--- src/rtl/memcs_pkg.sv ---
package memcs_pkg;
  typedef enum logic [1:0] {
    WID8    = 2'd0,
    WID16   = 2'd1,
    WID32   = 2'd2,
    WIDNONE = 2'd3
  } wid_e;

  typedef enum logic [1:0] {
    S_IDLE = 2'd0,
    S_BUS  = 2'd1,
    S_DONE = 2'd2
  } st_e;
endpackage

--- src/rtl/memcs_decode.sv ---
module memcs_decode
  import memcs_pkg::*;
#(
  parameter int NUM_CS = 8,
  parameter int IDX_W  = 3,
  parameter logic [2*NUM_CS-1:0] WMAP = '1
) (
  input  logic [IDX_W-1:0] idx,
  output wid_e             wid,
  output logic             hit
);
  logic [1:0] codes [NUM_CS];

  genvar g;
  generate
    for (g = 0; g < NUM_CS; g++) begin : g_map
      assign codes[g] = WMAP[2*g +: 2];
    end
  endgenerate

  always_comb begin
    wid = WIDNONE;
    for (int i = 0; i < NUM_CS; i++)
      if (idx == IDX_W'(i)) wid = wid_e'(codes[i]);
  end

  assign hit = (wid != WIDNONE);
endmodule

--- src/rtl/memcs_waits.sv ---
module memcs_waits #(
  parameter int NUM_CS   = 8,
  parameter int IDX_W    = 3,
  parameter int WAIT_W   = 4,
  parameter int DEF_WAIT = 3
) (
  input  logic              clk,
  input  logic              rst,
  input  logic              wr_en,
  input  logic [IDX_W-1:0]  wr_idx,
  input  logic [WAIT_W-1:0] wr_val,
  input  logic [IDX_W-1:0]  rd_idx,
  output logic [WAIT_W-1:0] rd_val
);
  logic [WAIT_W-1:0] w_q [NUM_CS];

  always_ff @(posedge clk) begin
    for (int i = 0; i < NUM_CS; i++) begin
      if (rst) w_q[i] <= WAIT_W'(DEF_WAIT);
      else if (wr_en && wr_idx == IDX_W'(i)) w_q[i] <= wr_val;
    end
  end

  always_comb begin
    rd_val = '0;
    for (int i = 0; i < NUM_CS; i++)
      if (rd_idx == IDX_W'(i)) rd_val = w_q[i];
  end
endmodule

--- src/rtl/memcs_lanes.sv ---
module memcs_lanes
  import memcs_pkg::*;
(
  input  wid_e        wid,
  input  logic [1:0]  size,
  input  logic [1:0]  beat,
  input  logic [1:0]  alo,
  input  logic [31:0] wdata,
  input  logic [31:0] rd_bus,
  input  logic [31:0] acc,
  output logic [31:0] wd_bus,
  output logic        ub_n,
  output logic        lb_n,
  output logic [31:0] acc_nxt
);
  logic [4:0]  sh;
  logic [31:0] rd_sh;

  assign sh    = {alo, 3'b000};
  assign rd_sh = rd_bus >> sh;

  always_comb begin
    wd_bus  = '0;
    ub_n    = 1'b1;
    lb_n    = 1'b1;
    acc_nxt = acc;
    case (wid)
      WID8: begin
        wd_bus[7:0] = wdata[beat*8 +: 8];
        lb_n        = 1'b0;
        acc_nxt[beat*8 +: 8] = rd_bus[7:0];
      end
      WID16: begin
        if (size == 2'd0) begin
          wd_bus[15:0] = {wdata[7:0], wdata[7:0]};
          lb_n         = alo[0];
          ub_n         = ~alo[0];
          acc_nxt      = {24'd0, alo[0] ? rd_bus[15:8] : rd_bus[7:0]};
        end else begin
          wd_bus[15:0] = wdata[beat[0]*16 +: 16];
          lb_n         = 1'b0;
          ub_n         = 1'b0;
          acc_nxt[beat[0]*16 +: 16] = rd_bus[15:0];
        end
      end
      WID32: begin
        wd_bus = wdata << sh;
        lb_n   = 1'b0;
        ub_n   = 1'b0;
        case (size)
          2'd0:    acc_nxt = {24'd0, rd_sh[7:0]};
          2'd1:    acc_nxt = {16'd0, rd_sh[15:0]};
          default: acc_nxt = rd_sh;
        endcase
      end
      default: ;
    endcase
  end
endmodule

--- src/rtl/memcs_ctrl.sv ---
module memcs_ctrl
  import memcs_pkg::*;
#(
  parameter int NUM_CS   = 8,
  parameter int ADDR_W   = 24,
  parameter int WAIT_W   = 4,
  parameter int DEF_WAIT = 3,
  parameter logic [2*NUM_CS-1:0] WMAP = 16'hEC55
) (
  input  logic                      clk,
  input  logic                      rst,
  input  logic                      req,
  input  logic [ADDR_W-1:0]         req_addr,
  input  logic                      req_we,
  input  logic [1:0]                req_size,
  input  logic [31:0]               req_wdata,
  output logic                      done,
  output logic                      err,
  output logic [31:0]               rdata,
  input  logic                      cfg_we,
  input  logic [$clog2(NUM_CS)-1:0] cfg_idx,
  input  logic [WAIT_W-1:0]         cfg_wait,
  output logic [NUM_CS-1:0]         cs_n,
  output logic [ADDR_W-1:0]         bus_addr,
  output logic [31:0]               bus_wdata,
  input  logic [31:0]               bus_rdata,
  output logic                      oe_n,
  output logic                      we_n,
  output logic                      ub_n,
  output logic                      lb_n
);
  localparam int IDX_W = $clog2(NUM_CS);

  st_e               state_q;
  logic [IDX_W-1:0]  idx_q;
  wid_e              wid_q;
  logic [1:0]        size_q;
  logic              we_q;
  logic [ADDR_W-1:0] addr_q;
  logic [31:0]       wdata_q;
  logic [1:0]        beat_q, last_q;
  logic [WAIT_W-1:0] cnt_q, wait_q;
  logic [31:0]       acc_q;

  logic [IDX_W-1:0]  idx_in;
  wid_e              wid_in;
  logic              hit_in;
  logic [WAIT_W-1:0] wait_in;
  logic [1:0]        last_in;
  logic [31:0]       acc_nxt, lane_wd;
  logic              lane_ub_n, lane_lb_n;
  logic              in_bus;

  assign idx_in = req_addr[ADDR_W-1 -: IDX_W];
  assign in_bus = (state_q == S_BUS);

  memcs_decode #(.NUM_CS(NUM_CS), .IDX_W(IDX_W), .WMAP(WMAP)) u_dec (
    .idx(idx_in), .wid(wid_in), .hit(hit_in)
  );

  memcs_waits #(.NUM_CS(NUM_CS), .IDX_W(IDX_W), .WAIT_W(WAIT_W), .DEF_WAIT(DEF_WAIT)) u_waits (
    .clk(clk), .rst(rst), .wr_en(cfg_we), .wr_idx(cfg_idx), .wr_val(cfg_wait),
    .rd_idx(idx_in), .rd_val(wait_in)
  );

  memcs_lanes u_lanes (
    .wid(wid_q), .size(size_q), .beat(beat_q), .alo(addr_q[1:0]),
    .wdata(wdata_q), .rd_bus(bus_rdata), .acc(acc_q),
    .wd_bus(lane_wd), .ub_n(lane_ub_n), .lb_n(lane_lb_n), .acc_nxt(acc_nxt)
  );

  // number of bus cycles minus one for the incoming request
  always_comb begin
    last_in = 2'd0;
    if (wid_in == WID8) begin
      if (req_size == 2'd1)      last_in = 2'd1;
      else if (req_size >= 2'd2) last_in = 2'd3;
    end else if (wid_in == WID16 && req_size >= 2'd2) begin
      last_in = 2'd1;
    end
  end

  always_ff @(posedge clk) begin
    if (rst) begin
      state_q <= S_IDLE;
      idx_q   <= '0;
      wid_q   <= WIDNONE;
      size_q  <= '0;
      we_q    <= 1'b0;
      addr_q  <= '0;
      wdata_q <= '0;
      beat_q  <= '0;
      last_q  <= '0;
      cnt_q   <= '0;
      wait_q  <= '0;
      acc_q   <= '0;
      done    <= 1'b0;
      err     <= 1'b0;
      rdata   <= '0;
    end else begin
      case (state_q)
        S_IDLE: begin
          done <= 1'b0;
          err  <= 1'b0;
          if (req) begin
            if (!hit_in) begin
              state_q <= S_DONE;
              done    <= 1'b1;
              err     <= 1'b1;
              rdata   <= '0;
            end else begin
              state_q <= S_BUS;
              idx_q   <= idx_in;
              wid_q   <= wid_in;
              size_q  <= req_size;
              we_q    <= req_we;
              addr_q  <= req_addr;
              wdata_q <= req_wdata;
              beat_q  <= '0;
              last_q  <= last_in;
              cnt_q   <= wait_in;
              wait_q  <= wait_in;
              acc_q   <= '0;
            end
          end
        end
        S_BUS: begin
          if (cnt_q == '0) begin
            acc_q <= acc_nxt;
            if (beat_q == last_q) begin
              state_q <= S_DONE;
              done    <= 1'b1;
              rdata   <= acc_nxt;
            end else begin
              beat_q <= beat_q + 2'd1;
              cnt_q  <= wait_q;
            end
          end else begin
            cnt_q <= cnt_q - 1'b1;
          end
        end
        default: begin
          done    <= 1'b0;
          err     <= 1'b0;
          state_q <= S_IDLE;
        end
      endcase
    end
  end

  // bus side driven from the registered access state
  always_comb begin
    cs_n = '1;
    if (in_bus) cs_n[idx_q] = 1'b0;
    case (wid_q)
      WID8:    bus_addr = addr_q + ADDR_W'(beat_q);
      WID16:   bus_addr = (addr_q & ~ADDR_W'(1)) + ADDR_W'({beat_q, 1'b0});
      default: bus_addr = addr_q & ~ADDR_W'(3);
    endcase
    bus_wdata = lane_wd;
    oe_n = ~(in_bus & ~we_q);
    we_n = ~(in_bus & we_q);
    ub_n = in_bus ? lane_ub_n : 1'b1;
    lb_n = in_bus ? lane_lb_n : 1'b1;
  end

  // never more than one select low
  a_r2_one_select: assert property (@(posedge clk) disable iff (rst)
    $onehot0(~cs_n));
  // error completion carries no select
  a_r8_err_no_cs: assert property (@(posedge clk) disable iff (rst)
    err |-> (done && (&cs_n)));
  // completion strobe lasts one clock
  a_r11_done_pulse: assert property (@(posedge clk) disable iff (rst)
    done |=> !done);
  // wait counter stays within the latched wait value
  a_r3_cnt_bound: assert property (@(posedge clk) disable iff (rst)
    in_bus |-> (cnt_q <= wait_q));
  // beat number never passes the planned beat count
  a_r5_beat_bound: assert property (@(posedge clk) disable iff (rst)
    in_bus |-> (beat_q <= last_q));
  // target region held for the whole access
  a_r10_idx_stable: assert property (@(posedge clk) disable iff (rst)
    (in_bus && $past(in_bus)) |-> $stable(idx_q));
endmodule

--- config.mk ---
export PLATFORM = sky130hd
export DESIGN_NAME = memcs_ctrl
export DESIGN_NICKNAME = d
export VERILOG_FILES = /design/src/rtl/memcs_pkg.sv /design/src/rtl/memcs_decode.sv /design/src/rtl/memcs_waits.sv /design/src/rtl/memcs_lanes.sv /design/src/rtl/memcs_ctrl.sv
export SDC_FILE = /design/constraint.sdc
export NUM_CORES = 1
export LEC_CHECK = 0
export ABC_AREA = 1
export CAP_MARGIN = 20
export CELL_PAD_IN_SITES_DETAIL_PLACEMENT = 1
export CELL_PAD_IN_SITES_GLOBAL_PLACEMENT = 1
export CORE_MARGIN = 4
export CORE_UTILIZATION = 37
export DETAILED_ROUTE_END_ITERATION = 7
export GPL_ROUTABILITY_DRIVEN = 0
export PLACE_DENSITY = 0.79
export SLEW_MARGIN = 25
export SYNTH_ARGS = -nofsm -noshare
export SYNTH_HDL_FRONTEND = slang
export SYNTH_SLANG_ARGS = --single-unit
--- constraint.sdc ---
create_clock -name clk -period 2.9 [get_ports clk]
set_input_delay 0.725 -clock clk [delete_from_list [all_inputs] [get_ports clk]]
set_output_delay 0.725 -clock clk [all_outputs]
set_load 0.02 [all_outputs]
; Yosys cells after proc, flatten, opt, wreduce, memory -nomap -nowiden
; Memory sizes are Yosys's and may differ from the RTL's.
; Index checks and enable logic that the tools add are counted.
[word_totals]
ff_bits = 144
ram_bits = 32
in_bits = 102
mem_count = 1
output_inout_bits = 102
word_cells = 207
[op_classes]
n_reduce_logical = 26
mux = 104
magnitude_cmp = 3
n_eq_ne = 29
n_bitwise = 15
addsub = 6
shift = 8
[memory_table]
columns = name, words, word_bits, rd, rd_ports_with_merged_regs, write_ports, line_no
row1 = u_waits.w_q, 8, 4, 8, 0, 8, memcs_waits.sv:15  ; logic [WAIT_W-1:0] w_q [NUM_CS];
[op_table]
columns = operator, count
row1 = 2-to-1 mux 32 bit, 8
row2 = case mux 32 bit (2 select lines), 3
row3 = case mux 32 bit (3 select lines), 1
row4 = 2-to-1 mux 4 bit, 20
row5 = negation 5 -> 34 bit, 2
row6 = bitwise mux 32 bit, 2
row7 = case mux 24 bit (2 select lines), 1
row8 = 2-to-1 mux 2 bit, 19
row9 = 2-to-1 mux 1 bit, 36
row10 = "variable shift 16 x 34 -> 32 bit, first input constant", 1
row11 = "variable shift 8 x 34 -> 32 bit, first input constant", 1
row12 = indexed part select 16 x 34 -> 32 bit, 1
row13 = indexed part select 8 x 34 -> 32 bit, 1
row14 = 2-to-1 mux 16 bit, 2
row15 = indexed part select 32 x 6 -> 16 bit, 1
row16 = indexed part select 32 x 6 -> 8 bit, 1
row17 = << shifter 32 x 5 -> 32 bit, 1
row18 = >> shifter 32 x 5 -> 32 bit, 1
row19 = adder 24 x 2 -> 24 bit, 1
row20 = adder 24 x 3 -> 24 bit, 1
row21 = "== test 3 bit, second input constant", 8
row22 = case mux 8 bit (3 select lines), 1
row23 = 2-to-1 mux 8 bit, 2
row24 = case mux 8 bit (2 select lines), 1
row25 = other kinds (31), 75

; Depth between registers and ports, before layout
[logic_depth]
word_depth = 13
mapped_depth = 12
depth_no_buf = 12

; Cells and area by module
; From an unflattened synthesis, not the netlist that was laid out.
[unflattened]
hier_cells = 1988
area_unflattened_um2 = 11975.2
[modules_own_cells]
columns = mod, seq_area_each_um2, instances, cells_each, area_per_inst_um2
row1 = memcs_ctrl, 2822.7, 1, 939, 6493.7
row2 = memcs_lanes, 0.0, 1, 872, 3828.7
row3 = memcs_waits, 960.9, 1, 171, 1625.3
row4 = memcs_decode, 0.0, 1, 6, 27.5

; Least setup slack after synthesis
; Ideal clock, no wire load.
[synth_path]
path_type = register to output
from = register addr_q[1]
to = output port bus_addr[7]
arrival_time_ns = 2.017
required_time_ns = 2.175
slack_ns = 0.158
stages_incl_launch_ff = 9
cell_sequence = dfxtp_1 ha_1 fa_1 inv_1 nor2_2 inv_2 nor2_2 inv_2 o311ai_0
[synth_between]
elab_chain_len = 2
elab_cells_between_ends = 3
cone_classes = add/sub: 2 / mux: 1
[synth_lines]
columns = item, line_no
row1 = "start, declared", memcs_ctrl.sv:39  ; logic [ADDR_W-1:0] addr_q;
row2 = "start signal, assigned", memcs_ctrl.sv:117  ; addr_q <= req_addr;
row3 = adder 24 x 3 -> 24 bit or adder 24 x 2 -> 24 bit (tied branches), "memcs_ctrl.sv:157, memcs_ctrl.sv:156"
row4 = case mux 24 bit (2 select lines) *, memcs_ctrl.sv:155  ; case (wid_q)
row5 = "end, declared", memcs_ctrl.sv:24  ; output logic [ADDR_W-1:0] bus_addr,
; Every way passes the cells marked *; elsewhere a longest branch is shown, timed or not.

; Worst setup path after layout
[layout_path]
from = register addr_q[1]
to = output port bus_addr[19]
; The elaborated chain is that of the path after synthesis.

==> impl_metrics.toml <==
[critical_path]
crit_type = "reg2out"
r2r_setup_slack_ns = 0.13
crit_start = "addr_q[1]"
crit_required_ns = 2.17
crit_path_start_kind = "flip-flop"
worstSetupEndpointType = "output port"
cp_data_arrival_time_ns = 2.42
reg2reg_from = "beat_q[0]"
crit_fanout = 4

[cells_and_area]
layoutNonFillerInstCount = 2371
fin_area_um2 = 15400
diodes = 0
nets = 2086
synthToLayoutAreaGrowth_pct = 37.0
multi_input_area_um2 = 6740
fillerInstances = 3819
drive_gt1_frac = 0.167
ff_latch_area_um2 = 3810

[synth]
syn_avg_cell_area_um2 = 6.51
ys_seq_elements = 173
yosysSeqAreaShare = 0.336
syn_inst = 1729
synth_edf_count = 32
synth_nets = 1847
synth.area.top_cells = "dfxtp_1 25%, o21ai_0 12%, nand2_1 12%"
yosysUniqueCellTypes = 45
synth_warnings = 0
synth-main-ff-cell = "dfxtp_1"
synth_area_um2 = 11200
yosysTopAreaCellShare = 0.251
synthArstFlopShare = 0
synth_top_area_cell = "dfxtp_1"

[outcome]
violations = "negative setup slack"
status = "finished, violations left"

[clocking]
cts.clk_slew.worst_paths_ns = 0.07
cts_tree = "yes"
cts_sinks = 173
h-tree-depth = 4
clockBufferDepth = 2
clk_latency_ns = 0.45
cts_hold_buf = 0
cts_root_buffer = "clkbuf_16"
cts_made_buffers = 17

[sta]
hold_viol_final = 0
max_freq_mhz = 318
rsz0062_at_grt = "yes"
whs_ns = 0.488
final.setup_skew_ns = 0.0119
min_period_ns = 3.14
totalNegativeSetupSlack_ns = -2.88
relSlewSlack = 0.540
setup-violations-final = 22
final-max-slew-violation-count = 0
fin_crit_sh = 1.08
worst-slew-pin-transition_ns = 0.682
setup_ws_ns = -0.241

[grt]
grt_max_degree = 66
antenna_found_initial = 0
grt_pass1_wl_um = 76100
grt.overflow.total = 0
grtUsageTotal = 0.282
grt_pass1_vias = 13486

[placed_design]
post-dp-hpwl_um = 34800
dpl.cell_count = 2310
dp_slack_ns = -0.244
port_buffers = 203
dpl_cell_area_um2 = 14100

[floorplan]
rows = 63
coreArea_um2 = 29800
dieArea_um2 = 33300
pin_count = 204
start_util = 0.378
die_y_um = 182
die_w_um = 182

[pwr]
p_clk_frac = 0.288
ir_drop_uv = 436
power_frac_seq = 0.373
comb_power_share = 0.339
powerDensity_nw_per_um2 = 538
swShare = 0.389
switching_power_uw = 3230
leakagePower_uw = 0.00609
intPower_uw = 5070

[drt]
m1WireLength_um = 22400
drcViolationCount = 0
viasPerCell = 5.84
wire_per_inst_um = 21.8
drt-total-wl_um = 51800
dr.pass1.iters = 5
highest_layer = "met4"
wl_met2_um = 23800
wl_met3_um = 3940
routed-via-count = 13841
drtAntennaViolNets = 0
first_iter_violations = 1445

[min_path]
hold_path.class = "reg2reg"
hp-start = "done"

[flow_run]
drv_cap = 0
## worst max-delay path, cell delays in order (launching register included)
cell     delay (ns)
dfxtp_4        0.38
buf_6          0.13
ha_4           0.27
nand3_4        0.06
nand2_4        0.09
nand2_4        0.06
nor2_4         0.20
nand3_2        0.15
o31ai_2        0.13
nand2_1        0.10
nand2_1        0.09
o21ai_1        0.10
inv_1          0.09
buf_6          0.12
## layout make-up
cell class / count / area share
clock buffers: 17 / 0.0276
clock inverters: 15 / 0.0109
inverters: 170 / 0.0420
multi-input cells: 1272 / 0.437
flip-flops and latches: 173 / 0.247
well taps: 390 / 0.0317
repair buffers: 333 / 0.203
repair inverters: 1 / 0.000487
## path summary, 6_finish.rpt
kind                        to  cells after the start
setup reg to reg     rdata[28]                     13
hold reg to reg           done                      2
hold / removal            done                      2
setup / recovery  bus_addr[19]                     13
## cell usage after synthesis (4+ instances only)
library cell	count
a21oi_1	176
buf_1	4
buf_2	42
buf_4	10
buf_6	4
clkbuf_1	54
dfxtp_1	141
edfxtp_1	32
ha_1	14
inv_1	156
inv_2	12
nand2_1	349
nand3_1	85
nand4_1	19
nor2_1	162
nor2_2	8
nor2_4	6
nor3_1	11
o211ai_1	74
o21ai_0	272
o21ai_1	35
o221ai_1	5
o22ai_1	18
## cells in the final DEF (no fill, tap or decap), types with 5 or more instances in the layout
master | synthesis | final
a21oi_1 | 176 | 172
buf_12 | 0 | 14
buf_2 | 42 | 15
buf_4 | 10 | 109
buf_6 | 4 | 25
clkbuf_16 | 0 | 19
clkbuf_2 | 0 | 11
clkdlybuf4s50_1 | 0 | 145
dfxtp_1 | 141 | 132
dfxtp_4 | 0 | 5
edfxtp_1 | 32 | 32
ha_1 | 14 | 6
ha_4 | 0 | 6
inv_1 | 156 | 151
inv_2 | 12 | 13
nand2_1 | 349 | 336
nand2_2 | 3 | 11
nand2_4 | 0 | 5
nand3_1 | 85 | 76
nand3_2 | 1 | 6
nand4_1 | 19 | 19
nor2_1 | 162 | 153
nor2_2 | 8 | 8
nor2_4 | 6 | 15
nor3_1 | 11 | 8
o211ai_1 | 74 | 74
o21ai_0 | 272 | 248
o21ai_1 | 35 | 52
o21ai_2 | 0 | 6
o22ai_1 | 18 | 14
## stage by stage
| stage | total power, uW | utilization |
|---|---|---|
| 5_1_grt | 8710 | 0.517 |
| 2_1_floorplan | 4590 | - |
| 3_3_place_gp | 5670 | 0.474 |
| 3_5_place_dp | 5750 | 0.474 |
| 6_report | 8300 | 0.517 |
| 4_1_cts | 8150 | 0.503 |
## timing repair
item | in CTS | in global routing
pin swaps | 19 | 27
setup buffers | 11 | 16
cloned | 0 | 3
setup endpoints to repair | 67 | 74
gates resized for setup | 256 | 150
## logic make-up (layout without fill, tap and decap cells)
logic type	count (synthesis)	in the layout	share of synthesized area
simple gates	655	655	0.244
flops	173	173	0.336
xor+xnor	3	3	0.00234
fa+ha+maj	16	16	0.0191
compound gates	595	595	0.290
buf+inv	284	536	0.105
mux	3	3	0.00300
## layer usage
layer,up-vias,global-route usage
met5,-,0
met4,0,0.0802
met3,125,0.0421
met2,690,0.464
met1,6669,0.387
li1,6357,-
## power groups by stage
stage	combinational (uW)	sequential (uW)	clock, uW
3_5_place_dp	2640	3110	0
5_1_grt	3050	3130	2530
4_1_cts	2680	3070	2400
6_report	2820	3090	2390
3_3_place_gp	2570	3100	0
2_1_floorplan	1460	3130	0
## registers in the layout, indices dropped and copies added (netlist names), 3 cells and up
signal and flops:
acc_q 32, addr_q 21, cnt_q 4, idx_q 3, rdata 32, u_waits.w_q 32
wait_q 4, wdata_q 32
Note: power is estimated with default switching activity, not from simulation.
